### src/rtl/csync_pkg.sv
package csync_pkg;

    localparam int TH_W   = 8;
    localparam int PCNT_W = 16;

    typedef enum logic {
        POL_NEG = 1'b0,
        POL_POS = 1'b1
    } pol_e;

    typedef struct packed {
        logic [PCNT_W-1:0] hi;
        logic [PCNT_W-1:0] lo;
    } dwell_t;

    // zero threshold behaves like one
    function automatic logic [TH_W-1:0] eff_thresh(input logic [TH_W-1:0] t);
        return (t == '0) ? TH_W'(1) : t;
    endfunction

    function automatic logic [PCNT_W-1:0] sat_inc(input logic [PCNT_W-1:0] v);
        return (&v) ? v : v + PCNT_W'(1);
    endfunction

    // the level that occupies less of the period is the active one
    function automatic pol_e judge(input dwell_t d, input pol_e old);
        if (d.hi < d.lo)      return POL_POS;
        else if (d.hi > d.lo) return POL_NEG;
        else                  return old;
    endfunction

endpackage

### src/rtl/csync_sync.sv
module csync_sync #(
    parameter int STAGES = 2
) (
    input  logic clk,
    input  logic rst,
    input  logic din,
    output logic dout
);
    logic [STAGES-1:0] chain_q;

    genvar g;
    generate
        for (g = 0; g < STAGES; g++) begin : g_stage
            always_ff @(posedge clk) begin
                if (rst)         chain_q[g] <= 1'b0;
                else if (g == 0) chain_q[g] <= din;
                else             chain_q[g] <= chain_q[(g == 0) ? 0 : g-1];
            end
        end
    endgenerate

    assign dout = chain_q[STAGES-1];
endmodule

### src/rtl/csync_dur_filter.sv
module csync_dur_filter
    import csync_pkg::*;
#(
    parameter int W = TH_W
) (
    input  logic         clk,
    input  logic         rst,
    input  logic         tick,
    input  logic         din,
    input  logic [W-1:0] thresh,
    output logic         dout
);
    localparam int CW = W + 1;

    logic         out_q;
    logic [W-1:0] run_q;
    logic [W-1:0] lim;
    logic [CW-1:0] run_next;

    assign lim      = eff_thresh(thresh);
    assign run_next = {1'b0, run_q} + CW'(1);

    always_ff @(posedge clk) begin
        if (rst) begin
            out_q <= 1'b0;
            run_q <= '0;
        end else if (tick) begin
            if (din != out_q) begin
                if (run_next >= {1'b0, lim}) begin
                    out_q <= din;
                    run_q <= '0;
                end else begin
                    run_q <= run_next[W-1:0];
                end
            end else begin
                run_q <= '0;
            end
        end
    end

    assign dout = out_q;


    idle_hold_chk: assert property (@(posedge clk) disable iff (rst)
        !tick |=> ($stable(out_q) && $stable(run_q)));


    toggle_cause_chk: assert property (@(posedge clk) disable iff (rst)
        !$stable(out_q) |-> ($past(tick) && ($past(din) != $past(out_q))));


    run_clear_chk: assert property (@(posedge clk) disable iff (rst)
        (tick && (din == out_q)) |=> (run_q == '0 && $stable(out_q)));
endmodule

### src/rtl/csync_pol_detect.sv
module csync_pol_detect
    import csync_pkg::*;
(
    input  logic clk,
    input  logic rst,
    input  logic tick,
    input  logic din,
    output logic pol
);
    logic   prev_q;
    logic   armed_q;
    dwell_t dw_q;
    pol_e   pol_q;
    logic   rise;

    assign rise = din & ~prev_q;

    always_ff @(posedge clk) begin
        if (rst) begin
            prev_q  <= 1'b0;
            armed_q <= 1'b0;
            dw_q    <= '0;
            pol_q   <= POL_POS;
        end else if (tick) begin
            prev_q <= din;
            if (rise) begin
                if (armed_q) pol_q <= judge(dw_q, pol_q);
                armed_q <= 1'b1;
                dw_q.hi <= PCNT_W'(1);
                dw_q.lo <= '0;
            end else if (din) begin
                dw_q.hi <= sat_inc(dw_q.hi);
            end else begin
                dw_q.lo <= sat_inc(dw_q.lo);
            end
        end
    end

    assign pol = pol_q;


    pol_idle_chk: assert property (@(posedge clk) disable iff (rst)
        !tick |=> $stable(pol_q));


    pol_on_rise_chk: assert property (@(posedge clk) disable iff (rst)
        !$stable(pol_q) |-> ($past(tick) && $past(din) && !$past(prev_q) && $past(armed_q)));
endmodule

### src/rtl/csync_separator.sv
module csync_separator
    import csync_pkg::*;
(
    input  logic             clk,
    input  logic             rst,
    input  logic             tick_5m,
    input  logic             csync_in,
    input  logic [TH_W-1:0]  sep_thresh,
    input  logic             hpol_override,
    input  logic             hpol_user,
    output logic             vsync_out,
    output logic             hsync_out,
    output logic             hpol_status,
    output logic             vpol_status
);
    localparam int NDET = 2;
    localparam int IDX_H = 0;
    localparam int IDX_V = 1;

    logic            sync_lvl;
    logic            filt_lvl;
    logic [NDET-1:0] det_in;
    logic [NDET-1:0] det_pol;
    logic            hpol_sel;

    csync_sync #(.STAGES(2)) u_sync (
        .clk (clk),
        .rst (rst),
        .din (csync_in),
        .dout(sync_lvl)
    );

    csync_dur_filter #(.W(TH_W)) u_filt (
        .clk   (clk),
        .rst   (rst),
        .tick  (tick_5m),
        .din   (sync_lvl),
        .thresh(sep_thresh),
        .dout  (filt_lvl)
    );

    assign det_in[IDX_H] = sync_lvl;
    assign det_in[IDX_V] = filt_lvl;

    genvar g;
    generate
        for (g = 0; g < NDET; g++) begin : g_det
            csync_pol_detect u_det (
                .clk (clk),
                .rst (rst),
                .tick(tick_5m),
                .din (det_in[g]),
                .pol (det_pol[g])
            );
        end
    endgenerate

    assign hpol_sel    = hpol_override ? hpol_user : det_pol[IDX_H];
    assign hsync_out   = sync_lvl ^ ~hpol_sel;
    assign vsync_out   = filt_lvl ^ ~det_pol[IDX_V];
    assign hpol_status = det_pol[IDX_H];
    assign vpol_status = det_pol[IDX_V];


    status_free_chk: assert property (@(posedge clk) disable iff (rst)
        ($stable(hpol_status) || $past(tick_5m)));
endmodule

### config.mk
export PLATFORM = sky130hd
export DESIGN_NAME = csync_separator
export DESIGN_NICKNAME = d
export VERILOG_FILES = /design/src/rtl/csync_pkg.sv /design/src/rtl/csync_sync.sv /design/src/rtl/csync_dur_filter.sv /design/src/rtl/csync_pol_detect.sv /design/src/rtl/csync_separator.sv
export SDC_FILE = /design/constraint.sdc
export NUM_CORES = 1
export LEC_CHECK = 0
export BUFFER_PORTS_ARGS = -buffer_cell sky130_fd_sc_hd__buf_2
export CAP_MARGIN = 30
export CELL_PAD_IN_SITES_DETAIL_PLACEMENT = 1
export CELL_PAD_IN_SITES_GLOBAL_PLACEMENT = 2
export CORE_MARGIN = 4
export CORE_UTILIZATION = 35
export CTS_BUF_LIST = sky130_fd_sc_hd__clkbuf_16
export CTS_CLUSTER_SIZE = 25
export DETAILED_ROUTE_END_ITERATION = 6
export PLACE_DENSITY_LB_ADDON = 0.3
export SYNTH_ARGS = -nofsm -noshare
export SYNTH_HDL_FRONTEND = slang
export SYNTH_SLANG_ARGS = --single-unit
### constraint.sdc
create_clock -name clk -period 4 [get_ports clk]
set_input_delay 0.4 -clock clk [delete_from_list [all_inputs] [get_ports clk]]
set_output_delay 0.4 -clock clk [all_outputs]
set_load 0.03 [all_outputs]
==> flow_summary.ini, run 1 <==
[final_layout]
antenna_cells = 0
num-nets-final = 679
drive_gt1_frac = 0.1056
fillCellCount = 1702
finish.utilization = 0.4056
syn_to_final_growth_pct = 11.54

[synthesis]
syn_inst = 609
synth_common_cells = dfxtp_1 (81), nor2_1 (68), ha_1 (45), inv_1 (45), xnor2_1 (42)
ys_ff_latch = 81
synth_most_common_cell = dfxtp_1
synth_area_sq_um = 5126
synth-seq-area-share = 0.3163
synth.area.top_cells = dfxtp_1 (32%), ha_1 (11%), xnor2_1 (7.2%)
async_reset_ff_frac = 0
syn_nets = 668
postSynthAreaPerCell_sq_um = 8.417
synth_cell_types = 69
synth_edf_count = 0
synth_top_area_share = 0.3163
synth_top_cell_by_area = dfxtp_1
synth_flop_cell = dfxtp_1
yosys_warnings = 0

[drt]
vias = 4431
drc = 0
wl_met3_microns = 423
route.met2.wl_mm = 6.203
drt_iter0_drc = 105
ant_nets = 0
drt_wl_total_mm = 13.12
m1WireLength_mm = 6.263
first_pass_iters = 4
vias_per_cell = 5.504
drt-wirelength-per-cell_microns = 16.30
dr.max_layer_used = met4

[sta]
fin_tns_setup_ps = 0
tightest_slew_ps = 847.1
fin_crit_ps = 3319
finalCritPeriodShare = 0.8298
hold_viol = 0
rsz0062_at_grt = false
setup_viol = 0
finClkSkew_ps = 7.131
slew_headroom = 0.4310
fmax_ghz = 0.3013
slew_viol_final = 0

[die]
die_y_microns = 129.0
core-area_sq_um = 14100
die_area_sq_um = 16650
die_x_microns = 129.0
pin_count = 18
fp-row-count = 43
start_util = 0.3637

[placement]
place.gp.congestion = 0.8856
hpwl_mm = 9.829
io_buffers = 17

[global_routing]
antenna_found_initial = 0
grt_pass1_wl_mm = 23.23
grt.overflow.total = 0
track_usage = 0.1724
grt_max_degree = 32
grt_pass1_vias = 4765

[min_path]
hold_path_depth = 2
hold_class = input pin to flop
hp-start = csync_in
whs_endpoint = u_sync.chain_q[0]

[status]
status = finished clean

[cts]
post_cts_buffers = 0
path_clk_slew_ps = 60
cts_made_buffers = 9
cts_resized = 0
clock_sinks = 81
hold_buffers = 0
clock_path_buffers = 2
clk_latency_ps = 350
htree_levels = 3
cts_tree = done
root_buffer = clkbuf_16

[setup_path]
rr_startpoint = u_filt.run_q[0]
crit_fanout = 9
critPathRequiredTime_ps = 4240
end_kind = flop
startpoint_type = flop
crit_type = flop to flop
r2r_end = u_filt.dout
reg2reg_depth = 10
critical_path_arrival_ps = 3560
reg2reg_slack_ps = 680

[power]
peakVddDrop_mv = 0.2368
powerDensity_nw_per_um2 = 337.0
p_total_mw = 1.927
p_leak_nw = 2.090

[flow_run]
drv_cap = 0
[final cells by class]
cell class,count,area (sq um),share of cell area
multi-input cells,463,3237,0.5661
flip-flops and latches,81,1622,0.2836
clock buffers,9,225.2,0.03939
well taps,180,225.2,0.03939
inverters,45,168.9,0.02954
clock inverters,7,132.6,0.02319
repair buffers,20,107.6,0.01882
[routing by layer]
metal / vias to the layer above / track usage
met5: - / 0
met4: 0 / 0.05188
met3: 15 / 0.03833
met2: 60 / 0.2872
met1: 2139 / 0.2238
li1: 2217 / -
[power by group]
group,leakage (nW),switching [mW],internal [mW]
Combinational,1.26,0.0525,0.0308
Sequential,0.654,0.00821,0.812
Clock,0.174,0.355,0.668
[worst max-delay path by stage]
stage / endpoint / start / slack (ps) / depth (start not counted)
floorplan: u_filt.dout / u_filt.run_q[0] / 1100 / 10
global placement: u_filt.dout / u_filt.run_q[0] / 820 / 10
detailed placement: u_filt.dout / u_filt.run_q[0] / 730 / 10
CTS: u_filt.dout / u_filt.run_q[0] / 700 / 10
global route: u_filt.run_q[6] / u_filt.run_q[0] / 470 / 11
finish: u_filt.dout / u_filt.run_q[0] / 680 / 10
[through the flow]
| step | hold slack (ps) | std cells | area, sq um | setup slack [ps] |
|---|---|---|---|---|
| floorplan | 413.8 | 609 | 5126 | 1102 |
| global placement | 418.0 | 789 | 5360 | 824.9 |
| detailed placement | 436.3 | 789 | 5360 | 734.6 |
| CTS | 240.2 | 805 | 5718 | 702.6 |
| global route | 258.8 | 805 | 5718 | 469.8 |
| finish | 257.6 | 805 | 5718 | 681.0 |
[layout by cell type (no fill, tap or decap), types with 4 or more instances in the layout]
cell and count:
xnor2_1 42, a211oi_1 8, ha_1 45, and2_1 4, nand2_1 41, o211ai_1 16
nor2_1 68, buf_2 17, nor4_1 5, bufinv_16 4, clkbuf_16 9, a2111oi_2 5
nand4_1 20, nand3_1 26, dfxtp_1 81, a32oi_1 5, or4_1 4, nand2b_1 4
a21oi_1 36, inv_1 45, nor2b_1 10, o21ai_0 12, or2_2 9, and4_1 10
xor2_1 8, a21o_1 5, and3_1 5, nor3_1 15
[critical path: stages (launching register included)]
cell	delay (ps)
dfxtp_1	420
ha_1	210
nand3_1	160
or3_1	360
and2_1	180
or2_2	310
ha_1	310
and4_1	260
a2111oi_4	670
a21oi_1	190
mux2i_1	150
[state kept, by name, indices dropped and copies added, names as in the netlist]
signal	cells
g_det.u_det.armed_q	2
g_det.u_det.prev_q	2
u_filt.run_q	8
u_sync.dout	1
u_filt.dout	1
g_det.u_det.dw_q	64
u_sync.chain_q	1
g_det.u_det.pol	2
[kinds of logic after synthesis]
group,count (synthesis),synth area share
AOI/OAI and AO/OA,116,0.1657
adders and majority gates,45,0.1098
xor gates and xnor gates,50,0.08543
and+or+nand+nor,248,0.2624
DFF,81,0.3163
buffers and inverters,65,0.05223
muxes,4,0.008055
Note: power is estimated with default switching activity, not from simulation.
==> run 2: changes to the inputs <==
--- a/config.mk
+++ b/config.mk
@@ -5,12 +5,13 @@
 export SDC_FILE = /design/constraint.sdc
 export NUM_CORES = 1
 export LEC_CHECK = 0
+export ABC_AREA = 1
 export BUFFER_PORTS_ARGS = -buffer_cell sky130_fd_sc_hd__buf_2
 export CAP_MARGIN = 30
 export CELL_PAD_IN_SITES_DETAIL_PLACEMENT = 1
 export CELL_PAD_IN_SITES_GLOBAL_PLACEMENT = 2
 export CORE_MARGIN = 4
-export CORE_UTILIZATION = 35
+export CORE_UTILIZATION = 32
 export CTS_BUF_LIST = sky130_fd_sc_hd__clkbuf_16
 export CTS_CLUSTER_SIZE = 25
 export DETAILED_ROUTE_END_ITERATION = 6
==> constraint.sdc (replaced) <==
create_clock -name clk -period 3 [get_ports clk]
set_input_delay 0.3 -clock clk [delete_from_list [all_inputs] [get_ports clk]]
set_output_delay 0.3 -clock clk [all_outputs]
set_load 0.03 [all_outputs]
==> run 2 against run 1 <==
  * Global-route usage increased by 0.082 points
  * Clock-buffer cell count is the same
  * Design area grew 6.5%
  * First-iteration DRC count grew 72%
  * Register-to-register slack worse by 160 ps
  * Sequential cell count did not move
  * Core utilization is 4.1 points lower
  * Final cell count grew 33%
  * Critical path type unchanged
  * Highest routed layer unchanged
==> flow_summary.ini, run 2 <==
[cts]
hold_buffers = 0
htree_levels = 3
post_cts_buffers = 0
clk_latency_ps = 350
clock_sinks = 81
cts_tree = done
cts_resized = 0
cts_made_buffers = 9
clock_path_buffers = 2
root_buffer = clkbuf_16
path_clk_slew_ps = 60

[setup_path]
startpoint_type = flop
reg2reg_depth = 11
crit_type = flop to flop
cp_slowest_cell = nor2b_1
crit_fanout = 8
critPathRequiredTime_ps = 3270
r2r_end = u_filt.run_q[5]
cp_cell_sequence = ha_1 > nand3_1 > xnor2_1 > ha_1 > nand2_1 > inv_1 > nand3_1 > nor3_1 > nor2b_1 > nand4_1 > a21oi_1
reg2reg_slack_ps = 520
end_kind = flop
critical_path_arrival_ps = 2750
rr_startpoint = u_filt.run_q[0]
critPathMaxStageDelay_ps = 450

[synthesis]
ys_ff_latch = 81
synth_edf_count = 0
synth.area.mux_share = 0.001824
synth_area_sq_um = 5488
synth_cell_types = 42
synth_most_common_cell = nand2_1
syn_nets = 891
synth_top_family_by_area = simple AND/OR/NAND/NOR gates
async_reset_ff_frac = 0
synth_top_cell_by_area = dfxtp_1
synth_compound_area_frac = 0.1181
synthXorXnorAreaFrac = 0.04469
yosys.area_share.simple = 0.3470
synth_fa_ha_area_frac = 0.1026
syn_inst = 832
synth.area.top_cells = dfxtp_1 (30%), nand2_1 (12%), ha_1 (10%)
postSynthAreaPerCell_sq_um = 6.596
synth-seq-area-share = 0.2955
synth_common_cells = nand2_1 (181), nor2_1 (119), inv_1 (108), dfxtp_1 (81), a21oi_1 (69)
synth_flop_cell = dfxtp_1
yosys_warnings = 0
synth_top_area_share = 0.2955

[min_path]
whs_endpoint = u_sync.chain_q[0]
hold_class = input pin to flop
hp-start = csync_in
hold_path_depth = 3

[status]
status = finished clean

[final_layout]
multi_input_area_sq_um = 3371
fillCellCount = 2195
num-nets-final = 908
top_register = g_det.u_det.dw_q
antenna_cells = 0
final_cell_mix = nand2_1 (181), nor2_1 (119), inv_1 (110)
drive_gt1_frac = 0.07034
final_common_cell = nand2_1
largest_reg_flops = 64
finish.utilization = 0.3648
stdcell_count = 1073
reg.largest.list = g_det.u_det.dw_q: 64 flops, u_filt.run_q: 8 flops
syn_to_final_growth_pct = 11.01
stdcell_area_sq_um = 6092
seq_area_sq_um = 1622

[power]
p_leak_nw = 2.447
powerDensity_nw_per_um2 = 383.1
p_sw_mw = 0.5768
peakVddDrop_mv = 0.2684
combPwrFrac = 0.060
p_seq_frac = 0.469
power_frac_clock = 0.470
p_total_mw = 2.334
intPower_mw = 1.757
switching_share = 0.2472

[sta]
fmax_ghz = 0.4035
slew_viol_final = 0
hold_viol = 0
slew_headroom = 0.6065
rsz0062_at_grt = false
tightest_slew_ps = 586.4
fin_tns_setup_ps = 0
setup_viol = 0
finClkSkew_ps = 8.588
finalCritPeriodShare = 0.8261
worst_slack_ps = 521.6
fin_crit_ps = 2478
timing.hold.ws_ps = 165.0

[drt]
drt_wl_total_mm = 16.13
drc = 0
ant_nets = 0
vias = 5376
drt-wirelength-per-cell_microns = 15.03
drt_iter0_drc = 181
first_pass_iters = 4
vias_per_cell = 5.010

[global_routing]
grt_pass1_wl_mm = 27.77
antenna_found_initial = 0
grtUsageMet2 = 0.3078
track_usage = 0.1732
grt_max_degree = 28
grt.overflow.total = 0
met1_usage = 0.2129
grt_pass1_vias = 5655
grt_util_met3 = 0.03034
global_route.peak_usage_layer = met2

[flow_run]
drv_cap = 0

[die]
die_y_microns = 139.0
fp-row-count = 47
pin_count = 18
die_x_microns = 139.0
start_util = 0.3286
core-area_sq_um = 16700
die_area_sq_um = 19310

[placement]
dpl_worst_slack_ps = 536.8
place.gp.congestion = 0.8495
hpwl_mm = 12.59
place_inst = 1058
io_buffers = 17
place_area_sq_um = 5814
==> run 2: cell types whose count changed after synthesis, moves of 10 or more <==
| cell | change |
|---|---|
| nand2_1 | +140 |
| inv_1 | +63 |
| nor2_1 | +51 |
| xnor2_1 | -35 |
| a21oi_1 | +33 |
| nand3_1 | +31 |
| o211ai_1 | -16 |
| nor3_1 | +13 |
| o21ai_0 | +13 |
| xor2_1 | +13 |
| and4_1 | -10 |
==> run 2: area by class of cell <==
cell class / count / share of cell area
inverters: 109 / 0.06716
repair buffers: 24 / 0.02259
clock inverters: 6 / 0.008626
well taps: 220 / 0.04518
flip-flops and latches: 81 / 0.2662
multi-input cells: 624 / 0.5533
clock buffers: 9 / 0.03697
==> run 2: cell families (layout without fill, tap and decap cells) <==
logic type      count (synthesis)  after routing
compound gates                117            117
xor+xnor                       28             28
fa+ha+maj                      45             45
buf+inv                       127            148
flops                          81             81
mux                             1              1
simple gates                  433            433
==> run 2: critical path, delay by kind of cell, from the launching register on <==
family / cells / cell delay, ps
and+or+nand+nor: 6 / 1010
buffers and inverters: 1 / 70
DFF: 1 / 400
xor gates and xnor gates: 1 / 270
AOI/OAI and AO/OA: 1 / 170
adders and majority gates: 2 / 490
==> run 2: worst max path at each step <==
stage,from,to,slack (ps),cells after the start
2_1_floorplan,u_filt.run_q[0],u_filt.run_q[4],1010,12
3_3_place_gp,u_filt.run_q[0],u_filt.run_q[6],660,11
3_5_place_dp,u_filt.run_q[0],u_filt.run_q[5],540,11
4_1_cts,u_filt.run_q[0],u_filt.run_q[5],520,11
5_1_grt,u_filt.run_q[0],u_filt.run_q[5],220,11
6_report,u_filt.run_q[0],u_filt.run_q[5],520,11
==> run 2: power by group through the flow <==
stage	combinational [mW]	clock, mW	sequential, mW
6_report	0.141	1.10	1.10
5_1_grt	0.162	1.19	1.10
4_1_cts	0.144	1.13	1.10
3_5_place_dp	0.143	0	1.12
3_3_place_gp	0.139	0	1.12
2_1_floorplan	0.0924	0	1.12
==> run 2: metal layers <==
layer / vias to the layer above / part of all wire
met4: 0 / 0.018
li1: 2753 / -
met1: 2569 / 0.47
met5: - / 0
met2: 34 / 0.49
met3: 20 / 0.019
